===== config.mk =====
export PLATFORM = sky130hd
export DESIGN_NAME = rxdd_top
export DESIGN_NICKNAME = d
export VERILOG_FILES = /design/src/rtl/rxdd_pkg.sv /design/src/rtl/rxdd_combine.sv /design/src/rtl/rxdd_slicer.sv /design/src/rtl/rxdd_top.sv
export SDC_FILE = /design/constraint.sdc
export NUM_CORES = 2
export LEC_CHECK = 0
export BUFFER_PORTS_ARGS = -buffer_cell sky130_fd_sc_hd__buf_2
export CAP_MARGIN = 20
export CORE_MARGIN = 2
export CORE_UTILIZATION = 39
export CTS_CLUSTER_SIZE = 28
export DETAILED_ROUTE_END_ITERATION = 8
export SLEW_MARGIN = 5
export SYNTH_ARGS = -nofsm -noshare
export SYNTH_HDL_FRONTEND = slang
export SYNTH_HIERARCHICAL = 1
export SYNTH_SLANG_ARGS = --single-unit

===== constraint.sdc =====
create_clock -name clk -period 14.09 [get_ports clk]
set_clock_uncertainty 0.1 [all_clocks]
set_input_delay 1.409 -clock clk [delete_from_list [all_inputs] [get_ports clk]]
set_output_delay 1.409 -clock clk [all_outputs]
set_load 0.02 [all_outputs]

===== src/rtl/rxdd_pkg.sv =====
package rxdd_pkg;
  localparam int SAMPLE_W = 16;
  localparam int SUM_W    = SAMPLE_W + 1;
  localparam int PROD_W   = 2 * SUM_W;
  localparam int FRAC_W   = SAMPLE_W - 1;
  localparam int BITS_W   = 6;

  localparam logic [1:0] ANT_ONE  = 2'b01;
  localparam logic [1:0] ANT_TWO  = 2'b10;
  localparam logic [1:0] MOD_QPSK = 2'b00;
  localparam logic [1:0] MOD_Q16  = 2'b01;
  localparam logic [1:0] MOD_Q64  = 2'b10;

  // 1/sqrt(2) and slicing thresholds in Q15
  localparam logic signed [SUM_W-1:0] K_HALF_RT2 = 17'sd23170;
  localparam logic [SUM_W-1:0] TH_Q16    = 17'd20725;
  localparam logic [SUM_W-1:0] TH_Q64_LO = 17'd10112;
  localparam logic [SUM_W-1:0] TH_Q64_MD = 17'd20225;
  localparam logic [SUM_W-1:0] TH_Q64_HI = 17'd30337;

  typedef struct packed {
    logic [SAMPLE_W-1:0] re;
    logic [SAMPLE_W-1:0] im;
  } cplx_t;

  // scale a combined sum by 1/sqrt(2), round half up, saturate
  function automatic logic [SAMPLE_W-1:0] scale_sat(input logic signed [SUM_W-1:0] s);
    logic signed [PROD_W-1:0] p;
    p = PROD_W'(s) * PROD_W'(K_HALF_RT2) + (PROD_W'(1) <<< (FRAC_W - 1));
    p = p >>> FRAC_W;
    if (p > $signed(PROD_W'(32767)))       return 16'h7FFF;
    else if (p < -$signed(PROD_W'(32768))) return 16'h8000;
    else                                   return p[SAMPLE_W-1:0];
  endfunction

  function automatic logic [SUM_W-1:0] magnitude(input logic [SAMPLE_W-1:0] v);
    return v[SAMPLE_W-1] ? (SUM_W'(0) - {1'b1, v}) : {1'b0, v};
  endfunction

  // inner bit of a 64QAM axis: levels 1,3,5,7 -> 1,0,0,1
  function automatic logic q64_inner(input logic [SUM_W-1:0] m);
    return (m > TH_Q64_MD) ? (m > TH_Q64_HI) : !(m > TH_Q64_LO);
  endfunction

  function automatic logic [BITS_W-1:0] hard_slice(input cplx_t s, input logic [1:0] md);
    logic [SUM_W-1:0] mi, mq;
    logic si, sq;
    si = s.re[SAMPLE_W-1];
    sq = s.im[SAMPLE_W-1];
    mi = magnitude(s.re);
    mq = magnitude(s.im);
    case (md)
      MOD_QPSK: return {4'b0000, si, sq};
      MOD_Q16:  return {2'b00, si, sq, mi > TH_Q16, mq > TH_Q16};
      MOD_Q64:  return {si, sq, mi > TH_Q64_MD, mq > TH_Q64_MD, q64_inner(mi), q64_inner(mq)};
      default:  return '0;
    endcase
  endfunction
endpackage


===== src/rtl/rxdd_combine.sv =====
module rxdd_combine
  import rxdd_pkg::*;
(
  input  cplx_t ev_p0,
  input  cplx_t ev_p1,
  input  cplx_t od_p0,
  input  cplx_t od_p1,
  output cplx_t lay0,
  output cplx_t lay1
);
  logic signed [SUM_W-1:0] s0_re, s0_im, s1_re, s1_im;

  always_comb begin
    s0_re = SUM_W'($signed(ev_p0.re)) + SUM_W'($signed(od_p1.re));
    s0_im = SUM_W'($signed(ev_p0.im)) - SUM_W'($signed(od_p1.im));
    s1_re = SUM_W'($signed(od_p0.re)) - SUM_W'($signed(ev_p1.re));
    s1_im = SUM_W'($signed(od_p0.im)) + SUM_W'($signed(ev_p1.im));
    lay0.re = scale_sat(s0_re);
    lay0.im = scale_sat(s0_im);
    lay1.re = scale_sat(s1_re);
    lay1.im = scale_sat(s1_im);
  end
endmodule


===== src/rtl/rxdd_slicer.sv =====
module rxdd_slicer
  import rxdd_pkg::*;
(
  input  cplx_t            sym,
  input  logic [1:0]       md,
  output logic [BITS_W-1:0] bits
);
  assign bits = hard_slice(sym, md);
endmodule


===== src/rtl/rxdd_top.sv =====
module rxdd_top
  import rxdd_pkg::*;
#(
  parameter int LANES = 2
) (
  input  logic        clk,
  input  logic        rst_n,
  input  logic        in_valid,
  input  logic [1:0]  ant_sel,
  input  logic [1:0]  mod_sel,
  input  logic [15:0] y0_re,
  input  logic [15:0] y0_im,
  input  logic [15:0] y1_re,
  input  logic [15:0] y1_im,
  output logic        out_valid,
  output logic [5:0]  out_bits
);
  cplx_t cur_p0, cur_p1, held_p0, held_p1;
  cplx_t lay [LANES];
  cplx_t lane_in [LANES];
  logic [BITS_W-1:0] lane_bits [LANES];

  logic odd_phase, pend;
  logic [BITS_W-1:0] pend_bits;

  // named events for the assertions
  logic legal, take, single_take, even_take, odd_take;

  assign cur_p0 = '{re: y0_re, im: y0_im};
  assign cur_p1 = '{re: y1_re, im: y1_im};

  assign legal       = (ant_sel == ANT_ONE || ant_sel == ANT_TWO) && mod_sel != 2'b11;
  assign take        = in_valid && legal;
  assign single_take = take && ant_sel == ANT_ONE;
  assign even_take   = take && ant_sel == ANT_TWO && !odd_phase;
  assign odd_take    = take && ant_sel == ANT_TWO && odd_phase;

  rxdd_combine u_comb (
    .ev_p0(held_p0), .ev_p1(held_p1),
    .od_p0(cur_p0),  .od_p1(cur_p1),
    .lay0(lay[0]),   .lay1(lay[1])
  );

  assign lane_in[0] = (ant_sel == ANT_ONE) ? cur_p0 : lay[0];
  for (genvar g = 1; g < LANES; g++) begin : g_lane_src
    assign lane_in[g] = lay[g];
  end

  for (genvar g = 0; g < LANES; g++) begin : g_slice
    rxdd_slicer u_slc (.sym(lane_in[g]), .md(mod_sel), .bits(lane_bits[g]));
  end

  always_ff @(posedge clk) begin
    if (!rst_n) begin
      odd_phase <= 1'b0;
      held_p0   <= '0;
      held_p1   <= '0;
      pend      <= 1'b0;
      pend_bits <= '0;
      out_valid <= 1'b0;
      out_bits  <= '0;
    end else begin
      pend      <= 1'b0;
      pend_bits <= '0;
      out_valid <= 1'b0;
      out_bits  <= '0;
      if (even_take) begin
        held_p0   <= cur_p0;
        held_p1   <= cur_p1;
        odd_phase <= 1'b1;
      end else if (odd_take || single_take) begin
        odd_phase <= 1'b0;
      end
      if (pend) begin
        out_valid <= 1'b1;
        out_bits  <= pend_bits;
      end else if (single_take) begin
        out_valid <= 1'b1;
        out_bits  <= lane_bits[0];
      end else if (odd_take) begin
        out_valid <= 1'b1;
        out_bits  <= lane_bits[0];
        pend      <= 1'b1;
        pend_bits <= lane_bits[LANES-1];
      end
    end
  end

  p_single_out_r2: assert property (@(posedge clk) disable iff (!rst_n)
    (single_take && !pend) |=> out_valid);
  p_pair_two_r8: assert property (@(posedge clk) disable iff (!rst_n)
    odd_take |=> (out_valid ##1 out_valid));
  p_even_silent_r8: assert property (@(posedge clk) disable iff (!rst_n)
    (even_take && !pend) |=> !out_valid);
  p_drop_quiet_r9: assert property (@(posedge clk) disable iff (!rst_n)
    (!take && !pend) |=> !out_valid);
  p_idle_zero_r11: assert property (@(posedge clk) disable iff (!rst_n)
    !out_valid |-> out_bits == '0);
endmodule


* Yosys cells after proc, flatten, opt, wreduce, memory -nomap -nowiden
Cells that the tools add are included.
** Cells by class
- $add $sub $neg :: 12
- Multipliers :: 4
- $lt $le $gt $ge :: 24
- Equality and inequality tests :: 5
- Mux-type cells :: 27
- Bitwise operators :: 2
- Reduce and logical (&&, ||, !) cells :: 17
** Operator list (count)
- greater-than comparator 17 x 15 -> 1 bit, second input constant :: 12
- adder 33 x 16 -> 34 bit, second input constant :: 4
- multiplier 17 x 15 -> 32 bit, second input constant :: 4
- 2-to-1 mux 16 bit :: 8
- greater-than comparator 19 x 16 -> 1 bit, second input constant :: 4
- < comparator 19 x 16 -> 1 bit, second input constant :: 4
- greater-than comparator 17 x 14 -> 1 bit, second input constant :: 4
- 2-to-1 mux 17 bit :: 4
- subtractor 1 x 17 -> 17 bit, first input constant :: 4
- one-hot mux 6 bit (3 select lines) :: 2
- adder 16 x 16 -> 17 bit :: 2
- subtractor 16 x 16 -> 17 bit :: 2
- 2-to-1 mux 32 bit :: 1
- 2-to-1 mux 6 bit :: 3
- 2-to-1 mux 1 bit :: 9
- logical AND 1 bit :: 6
- logical NOT 1 bit :: 5
- == test 2 x 1 -> 1 bit, second input constant :: 2
- == test 2 bit, second input constant :: 2
- OR reduction 4 bit :: 1
- OR reduction 3 bit :: 1
- logical NOT 2 bit :: 1
- logical OR 1 bit :: 2
- != test 2 bit, second input constant :: 1
- 2 further kinds :: 3
** Storage, ports and cells
- Flip-flop bits (word level) :: 79
- Bits of input ports :: 71
- Output and inout bits :: 7
- Logic and storage cells :: 100

* Depth between registers and ports, before layout
- Word-level depth :: 16
- Gate-level depth with buffers :: 49
- Mapped depth without buffers :: 46

* Cells and area by module
Netlist, hierarchy kept.
** Modules (own cells, without submodules)
- rxdd_combine :: times used 1, cells an instance 2508, area an instance 21511.9 µm², seq. area each 0.0 µm²
- rxdd_slicer :: times used 2, cells an instance 280, area an instance 1959.4 µm², seq. area each 0.0 µm²
- rxdd_top :: times used 1, cells an instance 369, area an instance 3504.6 µm², seq. area each 1581.5 µm²

* Least setup slack after synthesis
No wires, ideal clock.
- Kind :: input port to flip-flop
- From :: input port y1_re[1]
- To :: register out_bits[1]
- Setup time :: 0.122 ns
- Arrival :: 12.131 ns
- Required time :: 13.868 ns
- Path slack :: 1.738 ns
- Stages :: 49
- Buffers on the path :: 4
- Cell sequence :: ha_1 -> a21o_1 -> a21oi_1 -> o21bai_1 -> a21o_1 -> a21oi_1 -> o21ai_0 -> o41ai_1 -> o221ai_1 -> nor2_1 -> xnor2_1 -> inv_1 -> nor2_1 -> or2_2 -> fa_1 -> inv_1 -> fa_1 -> fa_1 -> [13 not listed] -> a21boi_1 -> buf_2 -> a21oi_1 -> mux2_2 -> clkbuf_1 -> inv_1 -> ha_1 -> or3b_1 -> clkbuf_1 -> buf_2 -> o31ai_1 -> a2bb2oi_1 -> or4_1 -> nor4_1 -> a311o_1 -> o211ai_2 -> nand3b_1 -> o21ai_0
** RTL lines
- start: declaration :: RTL line rxdd_top.sv:13 : input logic [15:0] y1_re,
- end signal: assignment :: RTL line rxdd_top.sv:76 : out_bits <= pend_bits;
- end signal: assignment :: RTL line rxdd_top.sv:79 : out_bits <= lane_bits[0];
- end signal: assignment :: RTL line rxdd_top.sv:82 : out_bits <= lane_bits[0];
- end: declaration :: RTL line rxdd_top.sv:16 : output logic [5:0] out_bits

==> out/results.tsv <==
metric	value	unit
status	finished, final reports clean	
Critical Path RT	14290	ps
initial core utilization	39.5	%
Clock Pin Slew Worst Setup and Hold Paths	70	ps
Crit path top cell by count	ha_1	
Max-Cap Viols	0	
number of hold buffers added after CTS	0	
# IOs	78	
# rows	99	
H-tree Lvls	3	
global-route wire length before repair	118	mm
area grow syn2layout	5.83	%
Die W	276	um
Max Fclk	0.0768	GHz
reg-to-reg setup timing slack	1830	ps
Slew headroom	38.3	%
clock latency on the worst-skew pair	370	ps
crit path max fanout	11	
initial antenna violation count	6	
Setup Crit Path Kind	input pin to flip-flop	
RSZ-0062 raised after global routing	no	
Cells after Synth	3437	
fillers	7475	
WL final	70.9	mm
Detailed Routing Iterations Pass 1	6	
fin. max-slew vios	0	
largest net degree at the start of global routing	77	
postcts setup bufs	0	
syn_nets	4292	
DR vias	23900	
nets	4306	
Worst-Margin Slew	919	ps
root buf cell	clkbuf_16	
final number of setup-violating endpoints	0	
fin crit period	13020	ps
FFs w/ async S/R, synth	0	%
die span in y	276	um
DP HPWL	60.1	mm
GP Congestion	0.917	
PortBufs	77	
CORE AREA	73200	sq um
clk sink count	79	
total gr overflow	0	
vias in the first global route	23100	
mean post-synth cell area	8.42	sq um
final hold vios	0	
Yosys warning count	6	
CTS Buf Count	9	
Slowest Stage Delay on Critical Path	560	ps
DRT iter0 DRCs	1161	
most frequent cells in the layout	ha_1, inv_1, nand2_1	
Critical Path Slowest Stage Cell	or4b_1	
post-route ant nets	0	
Synth Flop Type	dfxtp_1	
Worst Hold Slack	357	ps
All-Layer GR Usage	18.4	%
setup_tns	0	ps
deepest clock path buffer count	2	
die area	76400	sq um
# placed instances	4399	
Remaining DRCs	0	
crit path capture type	flip-flop	
leading cell type in the layout, fill and taps excluded	ha_1	
FF+latch count, synth	79	
CTS tree	yes	
sequential-to-total area share from yosys stat	5.47	%
part of the cycle the worst path needs	92.4	%
number of synthesized flops with an enable pin	0	
worst min-delay path category	flip-flop to flip-flop	
distinct cell type count after synthesis	109	
Worst EP arrival	13220	ps
Synth Cell Area	28900	sq um
wire per inst	16.1	um
vias per inst	5.41	
Critical Path Source Type	input pin	
layout cells sized above 1	7.99	%
non-filler instance count after layout	4418	
==> state kept, by name, indices dropped and copies added, names as in the netlist <==
register	cells
held_p0	32
held_p1	32
out_bits	6
pend_bits	6
odd_phase	1
out_valid	1
pend	1
==> worst max-delay path, delay by kind of cell <==
kind / cells / cell delay [ps]
mux: 1 / 330
xor+xnor: 1 / 130
simple gates: 13 / 3550
fa+ha+maj: 9 / 3470
buf+inv: 5 / 360
compound gates: 18 / 3970
==> cells by family after synthesis <==
logic type | after synthesis | synth area share, %
adders and majority gates | 784 | 40.3
xor gates and xnor gates | 260 | 7.97
and+or+nand+nor | 958 | 17.5
AOI/OAI and AO/OA | 693 | 16.8
DFF | 79 | 5.47
buffers and inverters | 543 | 7.65
muxes | 120 | 4.31
==> area by class of cell <==
class                           instances  area (sq um)  share of cell area [%]
Sequential cell                        79          1580                    5.16
Multi-Input combinational cell       2815         25200                    82.2
Antenna cell                            3          7.51                  0.0245
Timing Repair Buffer                  137           838                    2.74
Clock inverter                          7          61.3                   0.200
Inverter                              409          1540                    5.01
Tap cell                              959          1200                    3.92
Clock buffer                            9           225                   0.735
==> repair_timing <==
| action | in CTS | in global routing |
|---|---|---|
| setup endpoints to repair | 0 | 2 |
| endpoints found under the hold margin | 0 | 0 |
| gates resized for setup | 0 | 4 |
==> metal layers <==
layer,up-vias,track usage [%],wire [um]
met2,345,30.4,32500
met1,11400,26.5,35600
met4,4,2.76,843
met3,45,1.69,2020
met5,-,0,22
li1,12100,-,-
==> path summary, 6_finish.rpt <==
path | startpoint | endpoint | cells past startpoint
min | held_p1[21] | held_p1[21] | 2
min reg2reg | held_p1[21] | held_p1[21] | 2
max | y1_im[1] | out_bits[0] | 47
max reg2reg | held_p1[17] | pend_bits[1] | 45
==> synth_stat cells (8+ instances only) <==
cell type / instances / share of area [%]
a211oi_1: 34 / 0.88
nand2_1: 280 / 3.6
o21ai_0: 150 / 2.6
a41oi_1: 8 / 0.24
nor2b_1: 31 / 0.67
nor3b_1: 15 / 0.39
nor4_1: 26 / 0.56
ha_1: 536 / 23
buf_2: 27 / 0.47
or2_2: 17 / 0.37
nand3b_1: 25 / 0.65
o31ai_1: 24 / 0.62
nor3_1: 67 / 1.2
nand2b_1: 51 / 1.1
o211ai_1: 24 / 0.62
mux2i_1: 83 / 2.9
or4_1: 32 / 0.83
a21o_1: 49 / 1.3
o31a_1: 11 / 0.33
dfxtp_1: 79 / 5.5
a31oi_1: 27 / 0.58
mux2_2: 37 / 1.4
xnor2_1: 143 / 4.3
a311oi_1: 8 / 0.24
nand4_1: 19 / 0.41
a21oi_1: 148 / 2.6
buf_6: 14 / 0.54
o21bai_1: 23 / 0.60
a2bb2oi_1: 8 / 0.24
o2111ai_1: 13 / 0.39
or3_1: 21 / 0.45
xor2_1: 113 / 3.4
clkbuf_1: 80 / 1.0
and3_1: 30 / 0.65
inv_1: 408 / 5.3
fa_1: 248 / 17
o21a_1: 26 / 0.67
nand3_1: 65 / 1.1
nor2_1: 166 / 2.2
a21boi_0: 10 / 0.26
and2_1: 49 / 1.1
o21ai_1: 10 / 0.17
==> through the flow <==
step           utilization [%]  setup slack [ps]  instance area [sq um]
2_1_floorplan                -              1740                  28900
3_3_place_gp              41.4               576                  30300
3_5_place_dp              41.4               379                  30300
4_1_cts                   41.8               728                  30600
5_1_grt                   41.8              90.8                  30600
6_report                  41.8              1070                  30600
Power is not shown: default switching activity piles up to over one toggle a cycle in this logic, so the estimate is an artifact.
